`config.mk`:
```
export PLATFORM = sky130hd
export DESIGN_NAME = rom_window_mapper
export DESIGN_NICKNAME = d
export VERILOG_FILES = /design/src/rtl/rwm_pkg.sv /design/src/rtl/rwm_bank_file.sv /design/src/rtl/rwm_window_decode.sv /design/src/rtl/rwm_addr_compose.sv /design/src/rtl/rom_window_mapper.sv
export SDC_FILE = /design/constraint.sdc
export NUM_CORES = 1
export LEC_CHECK = 0
export ABC_AREA = 1
export BUFFER_PORTS_ARGS = -buffer_cell sky130_fd_sc_hd__buf_2
export CAP_MARGIN = 30
export CORE_ASPECT_RATIO = 2
export CORE_UTILIZATION = 45
export DETAILED_ROUTE_END_ITERATION = 10
export PLACE_DENSITY = 0.7
export SYNTH_ARGS = -nofsm -noshare
export SYNTH_HDL_FRONTEND = slang
export SYNTH_SLANG_ARGS = --single-unit
```
`constraint.sdc`:
```
create_clock -name clk -period 2.7 [get_ports clk]
set_input_delay 0 -clock clk [delete_from_list [all_inputs] [get_ports clk]]
set_output_delay 0 -clock clk [all_outputs]
set_load 0.005 [all_outputs]
```
`src/rtl/rwm_pkg.sv`:
```
package rwm_pkg;

   // Width of the bank register for window w: a larger window needs fewer bank bits.
   function automatic int unsigned win_reg_width(int unsigned out_w, int unsigned w);
      return out_w - w;
   endfunction

   // First 2KiB page of window w inside the CPU space: windows grow downward from the top.
   function automatic int unsigned win_base_page(int unsigned pg_w, int unsigned w);
      return (1 << pg_w) - (1 << (w + 1));
   endfunction

   // Number of pages in the straight-through region below the lowest window.
   function automatic int unsigned fixed_page_limit(int unsigned pg_w, int unsigned num_win);
      return (1 << pg_w) - (1 << num_win);
   endfunction

endpackage

```
`src/rtl/rwm_bank_file.sv`:
```
module rwm_bank_file #(
   parameter int unsigned OUT_W   = 8,
   parameter int unsigned NUM_WIN = 4,
   parameter int unsigned SEL_W   = 2
) (
   input  logic                           clk,
   input  logic                           rst_n,
   input  logic                           strobe,
   input  logic [SEL_W-1:0]               sel,
   input  logic [OUT_W-1:0]               wdata,
   output logic [NUM_WIN-1:0][OUT_W-1:0]  bank_q
);

   logic strobe_d;
   logic rise;

   // Reset to 1 so a strobe already high at reset release is not seen as an edge.
   always_ff @(posedge clk or negedge rst_n) begin
      if (!rst_n) strobe_d <= 1'b1;
      else        strobe_d <= strobe;
   end

   assign rise = strobe & ~strobe_d;

   for (genvar w = 0; w < NUM_WIN; w++) begin : g_reg
      localparam int unsigned RW = rwm_pkg::win_reg_width(OUT_W, w);
      logic [RW-1:0] r_q;

      always_ff @(posedge clk or negedge rst_n) begin
         if (!rst_n)
            r_q <= '0;
         else if (rise && (sel == SEL_W'(w)))
            r_q <= wdata[RW-1:0];
      end

      assign bank_q[w] = OUT_W'(r_q);
   end

endmodule

```
`src/rtl/rwm_window_decode.sv`:
```
module rwm_window_decode #(
   parameter int unsigned PG_W    = 5,
   parameter int unsigned NUM_WIN = 4
) (
   input  logic [PG_W-1:0]    page,
   output logic [NUM_WIN-1:0] win_hit,
   output logic               fixed_hit
);

   localparam logic [PG_W-1:0] FIX_LIM = PG_W'(rwm_pkg::fixed_page_limit(PG_W, NUM_WIN));

   assign fixed_hit = page < FIX_LIM;

   for (genvar w = 0; w < NUM_WIN; w++) begin : g_dec
      localparam int unsigned BASE = rwm_pkg::win_base_page(PG_W, w);
      localparam logic [PG_W-1:0] FIRST_PG = PG_W'(BASE);
      localparam logic [PG_W-1:0] LAST_PG  = PG_W'(BASE + (1 << w) - 1);

      assign win_hit[w] = (page >= FIRST_PG) && (page <= LAST_PG);
   end

endmodule

```
`src/rtl/rwm_addr_compose.sv`:
```
module rwm_addr_compose #(
   parameter int unsigned PG_W    = 5,
   parameter int unsigned OUT_W   = 8,
   parameter int unsigned NUM_WIN = 4
) (
   input  logic [PG_W-1:0]                page,
   input  logic [NUM_WIN-1:0][OUT_W-1:0]  bank_q,
   input  logic [NUM_WIN-1:0]             win_hit,
   input  logic                           fixed_hit,
   output logic [OUT_W-1:0]               rom_page
);

   logic [NUM_WIN-1:0][OUT_W-1:0] win_page;
   logic [OUT_W-1:0]              page_ext;

   assign page_ext = OUT_W'(page);

   for (genvar w = 0; w < NUM_WIN; w++) begin : g_win
      // Bank bits sit above the w CPU page bits that select within the window.
      localparam logic [OUT_W-1:0] LOW_MASK = OUT_W'((1 << w) - 1);
      assign win_page[w] = (bank_q[w] << w) | (page_ext & LOW_MASK);
   end

   always_comb begin
      rom_page = '0;
      if (fixed_hit) rom_page = page_ext;
      for (int w = 0; w < NUM_WIN; w++) begin
         if (win_hit[w]) rom_page = rom_page | win_page[w];
      end
   end

endmodule

```
`src/rtl/rom_window_mapper.sv`:
```
module rom_window_mapper #(
   parameter int unsigned ADDR_W     = 16,
   parameter int unsigned ROM_AW     = 19,
   parameter int unsigned PAGE_SHIFT = 11,
   parameter int unsigned NUM_WIN    = 4
) (
   input  logic                         clk,
   input  logic                         rst_n,
   input  logic [ADDR_W-1:0]            cpu_addr,
   input  logic                         port_strobe,
   output logic [ROM_AW-PAGE_SHIFT-1:0] rom_addr,
   output logic                         rom_oe
);

   localparam int unsigned OUT_W = ROM_AW - PAGE_SHIFT;
   localparam int unsigned PG_W  = ADDR_W - PAGE_SHIFT;
   localparam int unsigned SEL_W = (NUM_WIN > 1) ? $clog2(NUM_WIN) : 1;

   if (NUM_WIN < 2)                  begin : g_chk_win  $error("NUM_WIN must be at least 2");               end
   if (PAGE_SHIFT + NUM_WIN > ADDR_W) begin : g_chk_span $error("windows do not fit the CPU space");        end
   if (ROM_AW < ADDR_W)              begin : g_chk_rom  $error("ROM must cover the fixed region");          end
   if (OUT_W < NUM_WIN)              begin : g_chk_out  $error("bank registers would have no bits");        end
   if (SEL_W + OUT_W > ADDR_W)       begin : g_chk_sel  $error("select and data fields overlap");           end

   logic [PG_W-1:0]               page;
   logic [OUT_W-1:0]              wdata;
   logic [SEL_W-1:0]              sel;
   logic [NUM_WIN-1:0][OUT_W-1:0] bank_q;
   logic [NUM_WIN-1:0]            win_hit;
   logic                          fixed_hit;
   logic                          unused_addr_bits;

   assign page             = cpu_addr[ADDR_W-1:PAGE_SHIFT];
   assign wdata            = cpu_addr[ADDR_W-1 -: OUT_W];
   assign sel              = cpu_addr[SEL_W-1:0];
   assign unused_addr_bits = ^cpu_addr;

   rwm_bank_file #(
      .OUT_W   (OUT_W),
      .NUM_WIN (NUM_WIN),
      .SEL_W   (SEL_W)
   ) u_banks (
      .clk    (clk),
      .rst_n  (rst_n),
      .strobe (port_strobe),
      .sel    (sel),
      .wdata  (wdata),
      .bank_q (bank_q)
   );

   rwm_window_decode #(
      .PG_W    (PG_W),
      .NUM_WIN (NUM_WIN)
   ) u_decode (
      .page      (page),
      .win_hit   (win_hit),
      .fixed_hit (fixed_hit)
   );

   rwm_addr_compose #(
      .PG_W    (PG_W),
      .OUT_W   (OUT_W),
      .NUM_WIN (NUM_WIN)
   ) u_compose (
      .page      (page),
      .bank_q    (bank_q),
      .win_hit   (win_hit),
      .fixed_hit (fixed_hit),
      .rom_page  (rom_addr)
   );

   assign rom_oe = port_strobe & (fixed_hit | (|win_hit));

endmodule

```
# Word level (Yosys, flattened, before mapping)
# Index checks and enable logic that the tools add are counted.
[totals]
in_bits = 19
ff_bits = 27
elab_cells = 43
[classes]
reduce_logical = 10
order_cmp = 9
muxes = 5
n_eq_ne = 3
n_bitwise = 11
[ops]
columns = ["op", "n"]
rows = [
  ["8-bit two-way mux", 4],
  ["8-bit OR", 4],
  ["5-bit >= comparator (second input constant)", 4],
  ["5-bit <= comparator (second input constant)", 4],
  ["1-bit logical AND", 8],
  ["8-bit by 1-bit OR with 8-bit output", 1],
  ["8-bit by 2-bit OR with 8-bit output", 1],
  ["8-bit by 3-bit OR with 8-bit output", 1],
  ["5-bit less-than comparator (second input constant)", 1],
  ["5-bit two-way mux", 1],
  ["2-bit == test (second input constant)", 2],
  ["4-bit OR reduction", 1],
  ["1-bit bitwise AND", 2],
  ["2-bit by 1-bit == test with 1-bit output (second input constant)", 1],
  ["2-bit logical NOT", 1],
  ["1-bit inverter", 1],
  ["1-bit OR", 1],
]

# Longest topological paths before layout
# Gate-level depths: netlist of the first run.
[logic_depth]
ltp_word = 10
mapped_depth = 7
depth_no_buf = 6

# Cells and area by module
# Synthesis of the first run repeated with hierarchy kept, for this count alone.
[unflattened]
hier_cells = 205
area_unflattened_um2 = 1465.2
[modules_own_cells]
columns = ["mod", "cells_each", "area_per_inst_um2", "instances"]
rows = [
  ["rwm_bank_file", 128, 1161.1, 1],
  ["rwm_addr_compose", 62, 245.2, 1],
  ["rwm_window_decode", 9, 35.0, 1],
  ["rom_window_mapper", 6, 23.8, 1],
]

# Worst setup path before layout of the first run
# OpenSTA, ideal clock, no wires.
[synth_path]
kind = "reg-to-reg"
from = "register u_banks.strobe_d"
to = "register u_banks.g_reg[0].r_q[4]"
stages_incl_launch_ff = 5
path_buffers = 1
t_arrival_ns = 0.919
path_slack_ns = 1.660
setup_time_ns = 0.122
period_less_slack_ns = 1.040
path_cell_list = "dfstp_2 nor2_8 nand2_2 buf_12 o21ai_2"
[synth_between]
elab_chain_cells = 3
[synth_rtl]
columns = ["element", "line_no", "rtl"]
rows = [
  ["start, declared", "rwm_bank_file.sv:14", "logic strobe_d;"],
  ["start signal, assigned", "rwm_bank_file.sv:20", "else strobe_d <= strobe;"],
  ["1-bit inverter", "rwm_bank_file.sv:23", "assign rise = strobe & ~strobe_d;"],
  ["1-bit bitwise AND", "rwm_bank_file.sv:23", ""],
  ["1-bit logical AND", "rwm_bank_file.sv:32", "else if (rise && (sel == SEL_W'(w)))"],
  ["end signal, assigned", "rwm_bank_file.sv:33", "r_q <= wdata[RW-1:0];"],
  ["end, declared", "rwm_bank_file.sv:27", "logic [RW-1:0] r_q;"],
]
# No other way between the ends.
# A chain may end at the register's enable or synchronous reset.

# Worst setup path in the final report of the first run
[layout_path]
from = "register u_banks.strobe_d"
to = "register u_banks.g_reg[2].r_q[5]"
[layout_between]
elab_chain_cells = 3
[layout_rtl]
columns = ["element", "line_no"]
rows = [
  ["1-bit inverter", "rwm_bank_file.sv:23"],
  ["1-bit bitwise AND", "rwm_bank_file.sv:23"],
  ["1-bit logical AND", "rwm_bank_file.sv:32"],
  ["end signal, assigned", "rwm_bank_file.sv:33"],
  ["end, declared", "rwm_bank_file.sv:27"],
]
# No other way between the ends.

==> impl_metrics.json, run 1 <==
{
  "port_buffers": 21,
  "postLayoutCellArea_um2": 1610,
  "fin_ws_ns": 1.33,
  "io_pins": 28,
  "synth_fp_nets": 180,
  "viasPerCell": 5.34,
  "dieArea_um2": 3530,
  "clockBufferDepth": 2,
  "final_cell_count_no_fill": 211,
  "crit_fanout": 12,
  "diodes": 0,
  "ys_seq_area_share_pct": 45.8,
  "synthAdderAreaFrac_pct": 0,
  "first_pass_iters": 4,
  "cts.clk_slew.worst_paths_ns": 0.09,
  "power_leakage_uw": 0.000809,
  "antenna_left": 0,
  "hpwl_mm": 2.23,
  "power_frac_seq_pct": 55.0,
  "antenna_found_initial": 0,
  "synth.distinct_cells": 21,
  "hold_class": "primary input to flop",
  "grt_pass1_wl_mm": 5.13,
  "max_freq_ghz": 0.732,
  "synth_xor_area_share_pct": 0,
  "first_global_vias": 1130,
  "reg2reg_depth": 4,
  "postCtsHoldBufs": 2,
  "cts_inserted_buffers": 3,
  "grt_max_degree": 28,
  "cts_resized": 0,
  "die_y_um": 83.1,
  "crit_path_start_kind": "flop",
  "power_switching_uw": 283,
  "p_comb_share_pct": 20.8,
  "final_common_cell": "nand2_1",
  "dp.cells": 205,
  "totalWireLength_mm": 3.03,
  "end_kind": "flop",
  "ir_worst_vdd_mv": 0.387,
  "initial_core_util_pct": 46.8,
  "fin_tns_setup_ns": 0,
  "rows": 29,
  "critPathSlowestCell": "dfstp_2",
  "drv_slew": 0,
  "cts_tree": "built",
  "status": "finished clean",
  "switching_share_pct": 29.8,
  "finalSetupViolations": 0,
  "yosys_register_bits": 27,
  "fin_crit_ns": 1.37,
  "placed_area_um2": 1540,
  "cts_htree_levels": 1,
  "rsz0062_at_grt": "no",
  "worstHoldPathCells": 3,
  "nFillCells": 306,
  "arrival_ns": 1.56,
  "clock_sinks": 27,
  "synth_top_family_by_area": "simple AND/OR/NAND/NOR gates",
  "crit_start": "u_banks.strobe_d",
  "pre_cts_ws_ns": 1.36,
  "gp_congestion": 0.824,
  "grt.overflow.total": 0,
  "timing.rr.end": "u_banks.g_reg[2].r_q[5]",
  "post_drt_wl_per_cell_um": 14.3,
  "post-route-util_pct": 51.0,
  "syn2layout_area_growth_pct": 8.80,
  "fin_skew_ns": 0.00532,
  "grt_util_all_layers_pct": 19.1,
  "maxSlewHeadroom_pct": 59.7,
  "yosys_warnings": 0,
  "r2r_start": "u_banks.strobe_d",
  "nNetsFinal": 200,
  "drc_errors": 0,
  "synthCells": 161,
  "multi_input_area_um2": 663,
  "die_x_um": 42.5,
  "required_ns": 2.89,
  "register_area_um2": 677,
  "insertion_delay_ns": 0.27,
  "drive_above_1_share_pct": 34.4,
  "cts_setup_buffers": 0,
  "design.core.area_um2": 3160,
  "path_cells": "nor2_8 > nand2_1 > nand2_1 > o21ai_2",
  "syn_area_per_cell_um2": 9.19,
  "cts_root_buffer": "clkbuf_8",
  "max_stage_delay_ns": 0.58,
  "drt_iter0_markers": 43,
  "powerDensity_nw_per_um2": 590,
  "p_clk_share_pct": 24.2,
  "r2r_setup_slack_ns": 1.33,
  "num_vias": 1127,
  "final_hold_viol_count": 0,
  "drv_cap": 0,
  "syn_area_um2": 1480,
  "critical_path_class": "flop to flop",
  "tightest_slew_ns": 0.604,
  "crit_top_cell": "nand2_1",
  "synthSimpleGateAreaFrac_pct": 29.7,
  "crit_end": "u_banks.g_reg[2].r_q[5]",
  "synth.area.mux_share_pct": 0,
  "internal_power_uw": 667,
  "synth_compound_gate_area_share_pct": 15.1,
  "period_share_pct": 50.6,
  "most-common-layout-cells": "34 x nand2_1, 26 x dfrtp_1, 24 x nand3_1"
}
routing by layer:
layer,vias to the layer above,routed length (um),GRT usage (%)
met3,8,109,1.96
met2,32,1640,33.7
met4,0,93,8.81
li1,566,-,-
met5,-,0,0
met1,521,1190,22.2
state kept, by name, summed over array words and instances, names as in the netlist:
name              flops
u_banks.g.r_q        26
u_banks.strobe_d      1
cells in the mapped netlist:
master / instances / area [um^2]
a21oi_1: 1 / 5.00
buf_12: 1 / 20.0
buf_2: 2 / 10.0
buf_4: 2 / 15.0
buf_6: 3 / 33.8
dfrtp_1: 26 / 651
dfstp_2: 1 / 26.3
inv_1: 14 / 52.6
inv_2: 2 / 7.51
nand2_1: 34 / 128
nand2_2: 7 / 43.8
nand2_4: 1 / 11.3
nand3_1: 24 / 120
nand3_2: 1 / 10.0
nand3_4: 1 / 17.5
nand4_1: 5 / 31.3
nor2_1: 4 / 15.0
nor2_4: 2 / 22.5
nor2_8: 2 / 40.0
o21ai_0: 7 / 35.0
o21ai_2: 21 / 184
cell families (layout without fill, tap and decap cells):
family | after synthesis | after routing
and+or+nand+nor | 81 | 81
AOI/OAI and AO/OA | 29 | 29
DFF | 27 | 27
buffers and inverters | 24 | 43
power groups by stage:
stage / logic (uW) / clock network (uW) / registers (uW)
after global placement: 192 / 0 / 526
final: 198 / 229 / 523
after floorplan: 150 / 0 / 519
after detailed placement: 198 / 0 / 530
after CTS: 201 / 231 / 522
after global routing: 225 / 247 / 531
final cells by class:
type	instances	area share, %
Multi-Input combinational cell	110	41.2
Tap cell	31	2.41
Clock buffer	4	2.80
Inverter	16	3.73
Timing Repair Buffer	23	7.78
Sequential cell	27	42.1
worst max-delay path: cells and delay by family (launching register included):
family           cells  cell delay [ns]
flip-flops           1             0.58
AO/OA/AOI/OAI        1             0.09
AND/OR/NAND/NOR      3             0.60
through the flow:
stage / total power, uW / hold slack [ns]
detailed placement: 728 / 0.0438
global route: 1000 / 0.0692
finish: 950 / 0.0551
CTS: 954 / 0.0658
floorplan: 669 / -0.296
global placement: 718 / 0.0378
worst min path at each step:
| stage | to | start | slack, ns |
|---|---|---|---|
| after detailed placement | u_banks.g_reg[3].r_q[4] | rst_n | 0.04 |
| after global routing | u_banks.g_reg[1].r_q[2] | cpu_addr[10] | 0.07 |
| after CTS | u_banks.g_reg[2].r_q[1] | cpu_addr[9] | 0.07 |
| after global placement | u_banks.g_reg[2].r_q[5] | rst_n | 0.04 |
| after floorplan | u_banks.g_reg[0].r_q[0] | rst_n | -0.30 |
| final | u_banks.g_reg[2].r_q[1] | cpu_addr[9] | 0.06 |
Power figures use the tool's default switching activity.
==> inputs of run 2 (changes only) <==
==> constraint.sdc (replaced) <==
create_clock -name clk -period 1.4 [get_ports clk]
set_input_delay 0 -clock clk [delete_from_list [all_inputs] [get_ports clk]]
set_output_delay 0 -clock clk [all_outputs]
set_load 0.005 [all_outputs]
==> impl_metrics.json, run 2 (same netlist as run 1, synthesis figures left out) <==
{
  "wl_met2_mm": 1.63,
  "final_cell_count_no_fill": 212,
  "period_share_pct": 87.5,
  "status": "finished clean",
  "fin_crit_ns": 1.23,
  "syn2layout_area_growth_pct": 9.31,
  "required_ns": 1.60,
  "io_pins": 28,
  "fin_tns_setup_ns": 0,
  "hold_class": "primary input to flop",
  "rsz0062_at_grt": "no",
  "crit_path_start_kind": "flop",
  "totalWireLength_mm": 3.00,
  "cts_htree_levels": 1,
  "max_freq_ghz": 0.816,
  "finalSetupViolations": 0,
  "most-common-layout-cells": "34 x nand2_1, 26 x dfrtp_1, 24 x nand3_1",
  "top_layer": "met4",
  "hpwl_mm": 2.24,
  "cts.clk_slew.worst_paths_ns": 0.09,
  "power_uw": 1820,
  "insertion_delay_ns": 0.27,
  "max_stage_delay_ns": 0.58,
  "gp_congestion": 0.817,
  "diodes": 0,
  "nNetsFinal": 201,
  "antenna_left": 0,
  "grt_pass1_wl_mm": 5.01,
  "drt_iter0_markers": 43,
  "drv_cap": 0,
  "drv_slew": 0,
  "grt_max_degree": 28,
  "final_common_cell": "nand2_1",
  "path_delay_family": "flip-flops",
  "cts_tree": "built",
  "rows": 29,
  "port_buffers": 21,
  "critical_path_class": "flop to flop",
  "cts_root_buffer": "clkbuf_8",
  "ir_worst_vdd_mv": 0.780,
  "cts_setup_buffers": 0,
  "critPathSlowestCell": "dfstp_2",
  "met1_length_mm": 1.17,
  "grt.overflow.total": 0,
  "die_y_um": 83.1,
  "antenna_found_initial": 0,
  "fin_skew_ns": 0.00221,
  "maxSlewHeadroom_pct": 59.6,
  "regMostFlops": "u_banks.g.r_q",
  "first_pass_iters": 6,
  "die_x_um": 42.5,
  "largest_register_ffs": 26,
  "crit_fanout": 16,
  "cts_resized": 0,
  "design.core.area_um2": 3160,
  "drive_above_1_share_pct": 34.8,
  "first_global_vias": 1100,
  "dp.cells": 206,
  "dieArea_um2": 3530,
  "dr_wl_met3_um": 89,
  "num_vias": 1099,
  "end_kind": "flop",
  "grt_util_all_layers_pct": 18.7,
  "post_drt_wl_per_cell_um": 14.2,
  "initial_core_util_pct": 46.8,
  "final_hold_viol_count": 0,
  "clockBufferDepth": 2,
  "tightest_slew_ns": 0.606,
  "arrival_ns": 1.42,
  "drc_errors": 0,
  "cts_inserted_buffers": 3,
  "clock_sinks": 27,
  "powerDensity_nw_per_um2": 1130,
  "viasPerCell": 5.18,
  "reg_top3": "u_banks.g.r_q: 26 flops, u_banks.strobe_d: 1 flops",
  "postCtsHoldBufs": 2,
  "cp_num_buf_inv": 0,
  "power_leakage_uw": 0.000814,
  "path_cells": "nor2_8 > nand2_2 > nand2_1 > o21ai_2"
}
-- run 2: cell types whose count changed in the layout (fill, tap and decap cells not counted), sizes merged --
cell,delta
buf,+1
-- run 2: per-layer routing --
metal / vias up / GRT usage, %
met5: - / 0
met4: 0 / 9.38
met3: 8 / 1.30
met2: 27 / 33.0
met1: 495 / 21.7
li1: 569 / -
-- run 2: per-stage QoR --
step / worst slack, ns / hold slack (ns) / cell area, um^2 / utilization [%]
after floorplan: 0.360 / -0.296 / 1480 / -
after CTS: 0.160 / 0.0622 / 1620 / 51.2
final: 0.174 / 0.0546 / 1620 / 51.2
after detailed placement: 0.184 / 0.0469 / 1550 / 49.1
after global routing: 0.0760 / 0.0827 / 1620 / 51.2
after global placement: 0.201 / 0.0314 / 1550 / 49.1
-- run 2: path summary, 6_finish.rpt --
kind	depth (start not counted)	start	endpoint	slack [ns]
hold reg to reg	2	u_banks.g_reg[1].r_q[4]	u_banks.g_reg[1].r_q[4]	0.49
min in group asynchronous	2	rst_n	u_banks.g_reg[3].r_q[3]	0.28
max in group asynchronous	2	rst_n	u_banks.g_reg[0].r_q[5]	0.73
setup reg to reg	4	u_banks.strobe_d	u_banks.g_reg[0].r_q[4]	0.17
hold / removal	3	cpu_addr[9]	u_banks.g_reg[0].r_q[1]	0.05
setup / recovery	4	u_banks.strobe_d	u_banks.g_reg[0].r_q[4]	0.17
-- run 2: where the power goes --
part	switching [uW]	internal, uW
registers	83.7	923
logic	220	160
clock network	229	204
-- run 2: tightest hold or removal path: cells and delay by family --
family                 cells  cell delay [ns]
AOI/OAI and AO/OA          1             0.14
buffers and inverters      2             0.15
-- run 2: layout make-up --
class                   count  area (um^2)
clock buffers               4         45.0
fillers                   314         1540
inverters                  16         60.1
multi-input cells         110          663
flip-flops and latches     27          677
well taps                  31         38.8
repair buffers             24          133
